## src/rtl/bmc_pkg.sv

```systemverilog
package bmc_pkg;
  typedef enum logic [1:0] {PH_IDLE, PH_T1, PH_TW, PH_T2} phase_e;

  typedef struct packed {
    phase_e ph;
    logic   hf;   // 0 = first half, 1 = second half
    logic   fin;  // final T2 (meaningful in T2 second half)
  } slot_t;
endpackage

```

## src/rtl/bmc_ack_cond.sv

```systemverilog
module bmc_ack_cond #(
  parameter int STAGES = 2
) (
  input  logic clk,
  input  logic rst_n,
  input  logic ack_n,
  output logic ack_sync
);
  logic [STAGES-1:0] sh_q, sh_d;

  generate
    if (STAGES == 1) begin : g_one
      always_comb sh_d = ack_n;
    end else begin : g_chain
      always_comb sh_d = {sh_q[STAGES-2:0], ack_n};
    end
  endgenerate

  always_ff @(posedge clk or negedge rst_n) begin
    if (!rst_n) sh_q <= '1;
    else        sh_q <= sh_d;
  end

  assign ack_sync = ~sh_q[STAGES-1];
endmodule

```

## src/rtl/bmc_seq.sv

```systemverilog
module bmc_seq
  import bmc_pkg::*;
#(
  parameter int WCW = 2
) (
  input  logic           clk,
  input  logic           rst_n,
  input  logic           start,
  input  logic [WCW-1:0] cfg_waits,
  input  logic           cfg_async,
  input  logic           ack_raw_n,
  input  logic           ack_sync,
  output slot_t          nxt
);
  slot_t          cur;
  logic [WCW-1:0] wcnt_q, wcnt_d, wlim_q, wlim_d;
  logic           async_q, async_d, early_q, early_d;
  logic           ack_ok;

  assign ack_ok = async_q ? ack_sync : ~ack_raw_n;

  always_comb begin
    nxt     = cur;
    wcnt_d  = wcnt_q;
    wlim_d  = wlim_q;
    async_d = async_q;
    early_d = early_q;
    nxt.fin = 1'b0;
    unique case (cur.ph)
      PH_IDLE: if (start) begin
        nxt.ph  = PH_T1;
        nxt.hf  = 1'b0;
        wlim_d  = cfg_waits;
        async_d = cfg_async;
        early_d = 1'b0;
      end
      PH_T1: begin
        nxt.hf = ~cur.hf;
        if (cur.hf) begin
          nxt.ph = (wlim_q != '0) ? PH_TW : PH_T2;
          wcnt_d = '0;
        end
      end
      PH_TW: begin
        nxt.hf = ~cur.hf;
        if (cur.hf) begin
          if (wcnt_q == wlim_q - 1'b1) begin
            nxt.ph  = PH_T2;
            early_d = async_q & ack_sync;   // acceptance in last wait
          end else begin
            wcnt_d = wcnt_q + 1'b1;
          end
        end
      end
      PH_T2: begin
        nxt.hf = ~cur.hf;
        if (!cur.hf) nxt.fin = ack_ok | early_q;
        else if (cur.fin) begin
          nxt.ph  = PH_IDLE;
          nxt.hf  = 1'b0;
          early_d = 1'b0;
        end
      end
      default: nxt.ph = PH_IDLE;
    endcase
  end

  always_ff @(posedge clk or negedge rst_n) begin
    if (!rst_n) begin
      cur     <= '{ph: PH_IDLE, hf: 1'b0, fin: 1'b0};
      wcnt_q  <= '0;
      wlim_q  <= '0;
      async_q <= 1'b0;
      early_q <= 1'b0;
    end else begin
      cur     <= nxt;
      wcnt_q  <= wcnt_d;
      wlim_q  <= wlim_d;
      async_q <= async_d;
      early_q <= early_d;
    end
  end

  // the wait counter never runs past the captured limit
  assert_wait_bound_R5: assert property (@(posedge clk) disable iff (!rst_n)
    (cur.ph == PH_TW) |-> (wcnt_q < wlim_q));

  // a synchronous final T2 was preceded by a low acknowledge sample
  assert_sync_ack_gate_R6: assert property (@(posedge clk) disable iff (!rst_n)
    (cur.ph == PH_T2 && cur.hf && cur.fin && !async_q && !early_q) |-> $past(!ack_raw_n));

  // programmed waits always lead into T2, never straight to idle
  assert_wait_to_t2_R6: assert property (@(posedge clk) disable iff (!rst_n)
    (cur.ph == PH_TW) |=> (cur.ph == PH_TW || cur.ph == PH_T2));
endmodule

```

## src/rtl/bmc_out.sv

```systemverilog
module bmc_out
  import bmc_pkg::*;
#(
  parameter int AW = 24,
  parameter int DW = 32,
  parameter int SW = 3
) (
  input  logic          clk,
  input  logic          rst_n,
  input  slot_t         nxt,
  input  logic          start,
  input  logic [AW-1:0] req_addr,
  input  logic          req_wr,
  input  logic [SW-1:0] req_stat,
  input  logic [DW-1:0] req_wdata,
  input  logic [DW-1:0] bus_rdata,
  output logic          req_ready,
  output logic          done,
  output logic [DW-1:0] done_rdata,
  output logic          cyc_start_n,
  output logic          addr_stb_n,
  output logic          data_stb_n,
  output logic [AW-1:0] bus_addr,
  output logic [SW-1:0] bus_stat,
  output logic          bus_write,
  output logic [DW-1:0] bus_wdata,
  output logic          bus_wdata_oe
);
  logic wr_eff, in_t2, last_h1, hold_as, cs_d, as_d, ds_d, oe_d, done_d, ds_set, ds_clr;

  assign wr_eff  = start ? req_wr : bus_write;
  assign in_t2   = (nxt.ph == PH_TW) || (nxt.ph == PH_T2);
  assign last_h1 = (nxt.ph == PH_T2) && nxt.hf && nxt.fin;
  assign hold_as = (nxt.ph == PH_T1 && nxt.hf) || (in_t2 && !last_h1);
  assign ds_set  = in_t2 && nxt.hf && !last_h1;
  assign ds_clr  = (nxt.ph == PH_IDLE) || last_h1;

  always_comb begin
    cs_d   = !(nxt.ph == PH_T1 && !nxt.hf);
    as_d   = !hold_as;
    oe_d   = wr_eff && (nxt.ph != PH_IDLE);
    done_d = last_h1;
    if (!wr_eff)     ds_d = !hold_as;
    else if (ds_set) ds_d = 1'b0;
    else if (ds_clr) ds_d = 1'b1;
    else             ds_d = data_stb_n;
  end

  always_ff @(posedge clk or negedge rst_n) begin
    if (!rst_n) begin
      req_ready    <= 1'b1;
      done         <= 1'b0;
      cyc_start_n  <= 1'b1;
      addr_stb_n   <= 1'b1;
      data_stb_n   <= 1'b1;
      bus_wdata_oe <= 1'b0;
    end else begin
      req_ready    <= (nxt.ph == PH_IDLE);
      done         <= done_d;
      cyc_start_n  <= cs_d;
      addr_stb_n   <= as_d;
      data_stb_n   <= ds_d;
      bus_wdata_oe <= oe_d;
    end
  end

  always_ff @(posedge clk or negedge rst_n) begin
    if (!rst_n) begin
      bus_addr  <= '0;
      bus_stat  <= '0;
      bus_write <= 1'b0;
      bus_wdata <= '0;
    end else if (start) begin
      bus_addr  <= req_addr;
      bus_stat  <= req_stat;
      bus_write <= req_wr;
      bus_wdata <= req_wdata;
    end
  end

  always_ff @(posedge clk or negedge rst_n) begin
    if (!rst_n)                       done_rdata <= '0;
    else if (last_h1 && !bus_write)   done_rdata <= bus_rdata;
  end

  // idle means every strobe inactive and the data bus released
  assert_idle_quiet_R1: assert property (@(posedge clk) disable iff (!rst_n)
    req_ready |-> (cyc_start_n && addr_stb_n && data_stb_n && !bus_wdata_oe && !done));

  // cycle-start lasts one clock and hands over to the address strobe
  assert_cs_single_R3: assert property (@(posedge clk) disable iff (!rst_n)
    !cyc_start_n |=> (cyc_start_n && !addr_stb_n));

  // address held while the address strobe stays low
  assert_addr_stable_R3: assert property (@(posedge clk) disable iff (!rst_n)
    (!addr_stb_n && $past(!addr_stb_n)) |-> $stable(bus_addr));

  // done comes with both strobes released
  assert_done_release_R4: assert property (@(posedge clk) disable iff (!rst_n)
    done |-> (addr_stb_n && data_stb_n && $past(!addr_stb_n)));

  // a write data strobe never appears before a full bus state of address strobe
  assert_wr_ds_late_R9: assert property (@(posedge clk) disable iff (!rst_n)
    ($fell(data_stb_n) && bus_write) |-> $past(!addr_stb_n, 2));
endmodule

```

## src/rtl/bus_master_seq.sv

```systemverilog
module bus_master_seq
  import bmc_pkg::*;
#(
  parameter int AW        = 24,
  parameter int DW        = 32,
  parameter int SW        = 3,
  parameter int SYNC_STGS = 2
) (
  input  logic          clk,
  input  logic          rst_n,
  input  logic [1:0]    cfg_waits,
  input  logic          cfg_async,
  input  logic          req_valid,
  output logic          req_ready,
  input  logic [AW-1:0] req_addr,
  input  logic          req_wr,
  input  logic [SW-1:0] req_stat,
  input  logic [DW-1:0] req_wdata,
  output logic          done,
  output logic [DW-1:0] done_rdata,
  output logic          cyc_start_n,
  output logic          addr_stb_n,
  output logic          data_stb_n,
  output logic [AW-1:0] bus_addr,
  output logic [SW-1:0] bus_stat,
  output logic          bus_write,
  output logic [DW-1:0] bus_wdata,
  output logic          bus_wdata_oe,
  input  logic [DW-1:0] bus_rdata,
  input  logic          ack_n
);
  localparam int WCW = 2;

  logic  start, ack_sync;
  slot_t nxt;

  assign start = req_valid && req_ready;

  bmc_ack_cond #(.STAGES(SYNC_STGS)) u_ack (
    .clk(clk), .rst_n(rst_n), .ack_n(ack_n), .ack_sync(ack_sync)
  );

  bmc_seq #(.WCW(WCW)) u_seq (
    .clk(clk), .rst_n(rst_n), .start(start), .cfg_waits(cfg_waits),
    .cfg_async(cfg_async), .ack_raw_n(ack_n), .ack_sync(ack_sync), .nxt(nxt)
  );

  bmc_out #(.AW(AW), .DW(DW), .SW(SW)) u_out (
    .clk(clk), .rst_n(rst_n), .nxt(nxt), .start(start),
    .req_addr(req_addr), .req_wr(req_wr), .req_stat(req_stat), .req_wdata(req_wdata),
    .bus_rdata(bus_rdata), .req_ready(req_ready), .done(done), .done_rdata(done_rdata),
    .cyc_start_n(cyc_start_n), .addr_stb_n(addr_stb_n), .data_stb_n(data_stb_n),
    .bus_addr(bus_addr), .bus_stat(bus_stat), .bus_write(bus_write),
    .bus_wdata(bus_wdata), .bus_wdata_oe(bus_wdata_oe)
  );

  // acceptance drops ready and starts the cycle on the next clock
  assert_accept_R2: assert property (@(posedge clk) disable iff (!rst_n)
    start |=> (!req_ready && !cyc_start_n));
endmodule

```

## config.mk

```make
export PLATFORM = sky130hd
export DESIGN_NAME = bus_master_seq
export DESIGN_NICKNAME = d
export VERILOG_FILES = /design/src/rtl/bmc_pkg.sv /design/src/rtl/bmc_ack_cond.sv /design/src/rtl/bmc_seq.sv /design/src/rtl/bmc_out.sv /design/src/rtl/bus_master_seq.sv
export SDC_FILE = /design/constraint.sdc
export NUM_CORES = 1
export LEC_CHECK = 0
export BUFFER_PORTS_ARGS = -buffer_cell sky130_fd_sc_hd__buf_2
export CAP_MARGIN = 20
export CORE_AREA = 2 2 105 96
export DETAILED_ROUTE_END_ITERATION = 8
export DIE_AREA = 0 0 107 98
export PLACE_DENSITY = 0.82
export REMOVE_ABC_BUFFERS = 1
export SETUP_SLACK_MARGIN = 0.4
export SYNTH_ARGS = -nofsm -noshare
export SYNTH_HDL_FRONTEND = slang
export SYNTH_HIERARCHICAL = 1
export SYNTH_SLANG_ARGS = --single-unit
```

## constraint.sdc

```tcl
create_clock -name clk -period 3.3 [get_ports clk]
set_input_delay 0.66 -clock clk [delete_from_list [all_inputs] [get_ports clk]]
set_output_delay 0.66 -clock clk [all_outputs]
set_load 0.02 [all_outputs]
```

==> results.json <==
{
  "min_period_over_period": 0.803,
  "grt_pass1_vias": 3040,
  "via_per_inst": 4.84,
  "p_leak_nw": 2.85,
  "coreArea_um2": 9490,
  "antenna_found_initial": 1,
  "diodes": 0,
  "max_clock_freq_mhz": 377,
  "netSwitchingPower_mw": 2.18,
  "arrival_ns": 2.89,
  "reg2reg_depth": 10,
  "worst_slew_pin_slew_ns": 0.898,
  "drt-wirelength-per-cell_um": 15.6,
  "grt_max_degree": 72,
  "hold_violations": 0,
  "hold_end": "u_ack/sh_q[1]",
  "cts_buffer_depth": 2,
  "drc": 0,
  "p_clk_frac": 0.164,
  "slew_violations": 0,
  "start_kind": "register",
  "post-route-worst-setup-slack_ns": 0.651,
  "rsz0062_at_grt": "no",
  "grt_first_pass_wirelength_mm": 14.9,
  "root_buffer": "clkbuf_8",
  "die_x_um": 107,
  "r2r-start": "u_seq/wlim_q[0]",
  "swShare": 0.390,
  "final_common_cell": "buf_2",
  "cts_tree": "yes",
  "finalNetCount": 568,
  "reg2reg_to": "u_out/done_rdata[24]",
  "fin_util": 0.587,
  "synthesis.area_um2": 4230,
  "finalNonFillerCells": 599,
  "synth_top_area_cell": "dfrtp_1",
  "nFillCells": 771,
  "fin_skew_ns": 0.0101,
  "ctsHtreeMaxLevel": 3,
  "dp.cells": 583,
  "final_cell_mix": "buf_2, dfrtp_1, mux2_2",
  "fin_tns_setup_ns": 0,
  "synth.yosys.seq_area_share": 0.652,
  "drive_gt1_frac": 0.681,
  "combPwrFrac": 0.426,
  "dr.first_iter.drc_count": 71,
  "num_rows": 34,
  "postRouteAntennaNets": 0,
  "yosysWarnings": 6,
  "fin_crit_ns": 2.65,
  "synthTopCellsByArea": "dfrtp_1, mux2_2, dfstp_2, buf_2, inv_1",
  "cp_max_fo": 32,
  "cts.sinks": 110,
  "vdd_drop_max_mv": 0.467,
  "totalPowerFinal_mw": 5.59,
  "p_per_area_nw_per_um2": 1000,
  "dr.pass1.iters": 4,
  "cts_hold_buf": 0,
  "pre_cts_ws_ns": 0.430,
  "status": "finished clean",
  "hold_depth": 0,
  "start_util": 0.446,
  "netlist_instances": 270,
  "area_growth_pct": 31.7,
  "grt-ovfl-total": 0,
  "critical_path_class": "reg2reg",
  "hp-start": "u_ack/sh_q[0]",
  "gp_congestion": 0.886,
  "grt.total_usage": 0.182,
  "r2r_slack_ns": 0.65,
  "synth.avg_cell_area_um2": 15.7,
  "die_h_um": 98,
  "critPathLaunch": "u_seq/wlim_q[0]",
  "p_int_mw": 3.41,
  "max_cap_viol_count": 0,
  "dpl.hpwl_mm": 7.22,
  "synth.distinct_cells": 34,
  "slew_headroom": 0.401,
  "vias": 2898,
  "port_buffers": 196,
  "cp_data_required_time_ns": 3.55,
  "io_pins": 197,
  "finalSetupViolations": 0,
  "post-synth-top-area-fraction": 0.615,
  "insertion_delay_ns": 0.36,
  "die-area_um2": 10500,
  "routed_wl_mm": 9.32,
  "holdCritPathClass": "reg2reg",
  "synth-seq-cells": 110,
  "clkTransAtPathRegs_ns": 0.10,
  "seqPwrFrac": 0.410,
  "end_kind": "register",
  "cts_made_buffers": 9
}
## how the worst max path moves through the flow
stage,slack [ns],cells after the start,end
final,0.65,10,u_out/done_rdata[24]
after floorplan,-0.57,6,u_out/done_rdata[0]
after global placement,0.62,10,u_out/done_rdata[10]
after global routing,0.44,10,u_out/done_rdata[24]
after detailed placement,0.43,10,u_out/done_rdata[25]
after CTS,0.42,10,u_out/done_rdata[22]
## sequential cells by signal (all words and copies together) (netlist names)
register / cells
u_out/data_stb_n: 1
u_ack/sh_q: 2
u_out/done_rdata: 32
u_out/cyc_start_n: 1
u_out/bus_write: 1
u_seq/cur: 4
u_out/done: 1
u_seq/wcnt_q: 2
u_out/bus_addr: 24
u_out/bus_wdata_oe: 1
u_out/addr_stb_n: 1
u_seq/wlim_q: 2
u_out/bus_stat: 3
u_seq/early_q: 1
u_out/req_ready: 1
u_out/bus_wdata: 32
u_seq/async_q: 1
## Yosys cell counts
library cell	instances
nand4_2	1
and2_1	1
buf_6	3
a21oi_1	2
nor2_4	1
buf_4	1
or4_1	2
inv_1	9
mux2_1	1
o311ai_0	1
nand3_1	2
nor3_1	1
a31o_2	1
clkbuf_1	1
buf_2	7
o2111a_1	1
or3b_2	1
nor4_1	2
ha_1	1
inv_2	1
a211oi_1	1
mux2_2	94
o21ai_0	6
o22ai_1	2
mux2i_1	2
dfrtp_1	104
xnor2_1	2
nor2_1	4
nand2_1	5
nand3b_1	1
dfstp_2	6
o211ai_1	1
nand4_1	1
a21o_1	1
## layout make-up
type                            count  area, um2  area share
Sequential cell                   110       2760       0.495
Multi-Input combinational cell    138       1360       0.244
Timing Repair Buffer              199       1020       0.183
Tap cell                          126        158      0.0283
Clock buffer                        9        124      0.0222
Clock inverter                      7        111      0.0200
Inverter                           10       37.5     0.00674
## timing repair
action	CTS	global route
setup endpoints to repair	0	32
setup buffers	0	0
gates resized for setup	0	2
## layer usage
layer / share of wire / track usage / vias to the layer above
met3: 0.080 / 0.0561 / 15
met1: 0.39 / 0.206 / 1398
met5: 0.0014 / 0 / -
li1: - / - / 1351
met2: 0.52 / 0.329 / 132
met4: 0.015 / 0.0569 / 2
## logic make-up (layout without fill, tap and decap cells)
logic type / after synthesis / count (layout) / share of synthesized area
fa+ha+maj: 1 / 1 / 0.00296
compound gates: 16 / 16 / 0.0246
xor+xnor: 2 / 2 / 0.00414
flops: 110 / 110 / 0.652
simple gates: 22 / 22 / 0.0305
mux: 97 / 97 / 0.258
buf+inv: 22 / 225 / 0.0278
## worst max-delay path, cell delays in order, from the launching register on
cell     delay [ns]
dfrtp_1        0.40
inv_1          0.06
ha_1           0.30
xnor2_1        0.16
nor2_1         0.27
a21oi_1        0.13
o22ai_2        0.23
nand4_2        0.19
nor2_4         0.12
buf_6          0.27
mux2_2         0.38
## per-stage QoR
stage | hold WS (ns) | cell area [um2]
final | 0.367 | 5570
after global routing | 0.374 | 5570
after CTS | 0.368 | 5560
after detailed placement | 0.351 | 5330
after global placement | 0.347 | 5330
after floorplan | 0.345 | 4150
## power groups by stage
stage | combinational [mW] | clock (mW) | sequential [mW]
after CTS | 2.40 | 0.948 | 2.30
after global placement | 2.32 | 0 | 2.29
final | 2.38 | 0.916 | 2.29
after detailed placement | 2.40 | 0 | 2.32
after global routing | 2.55 | 1.00 | 2.38
after floorplan | 0.838 | 0 | 2.99
(Power assumes the default switching activity.)
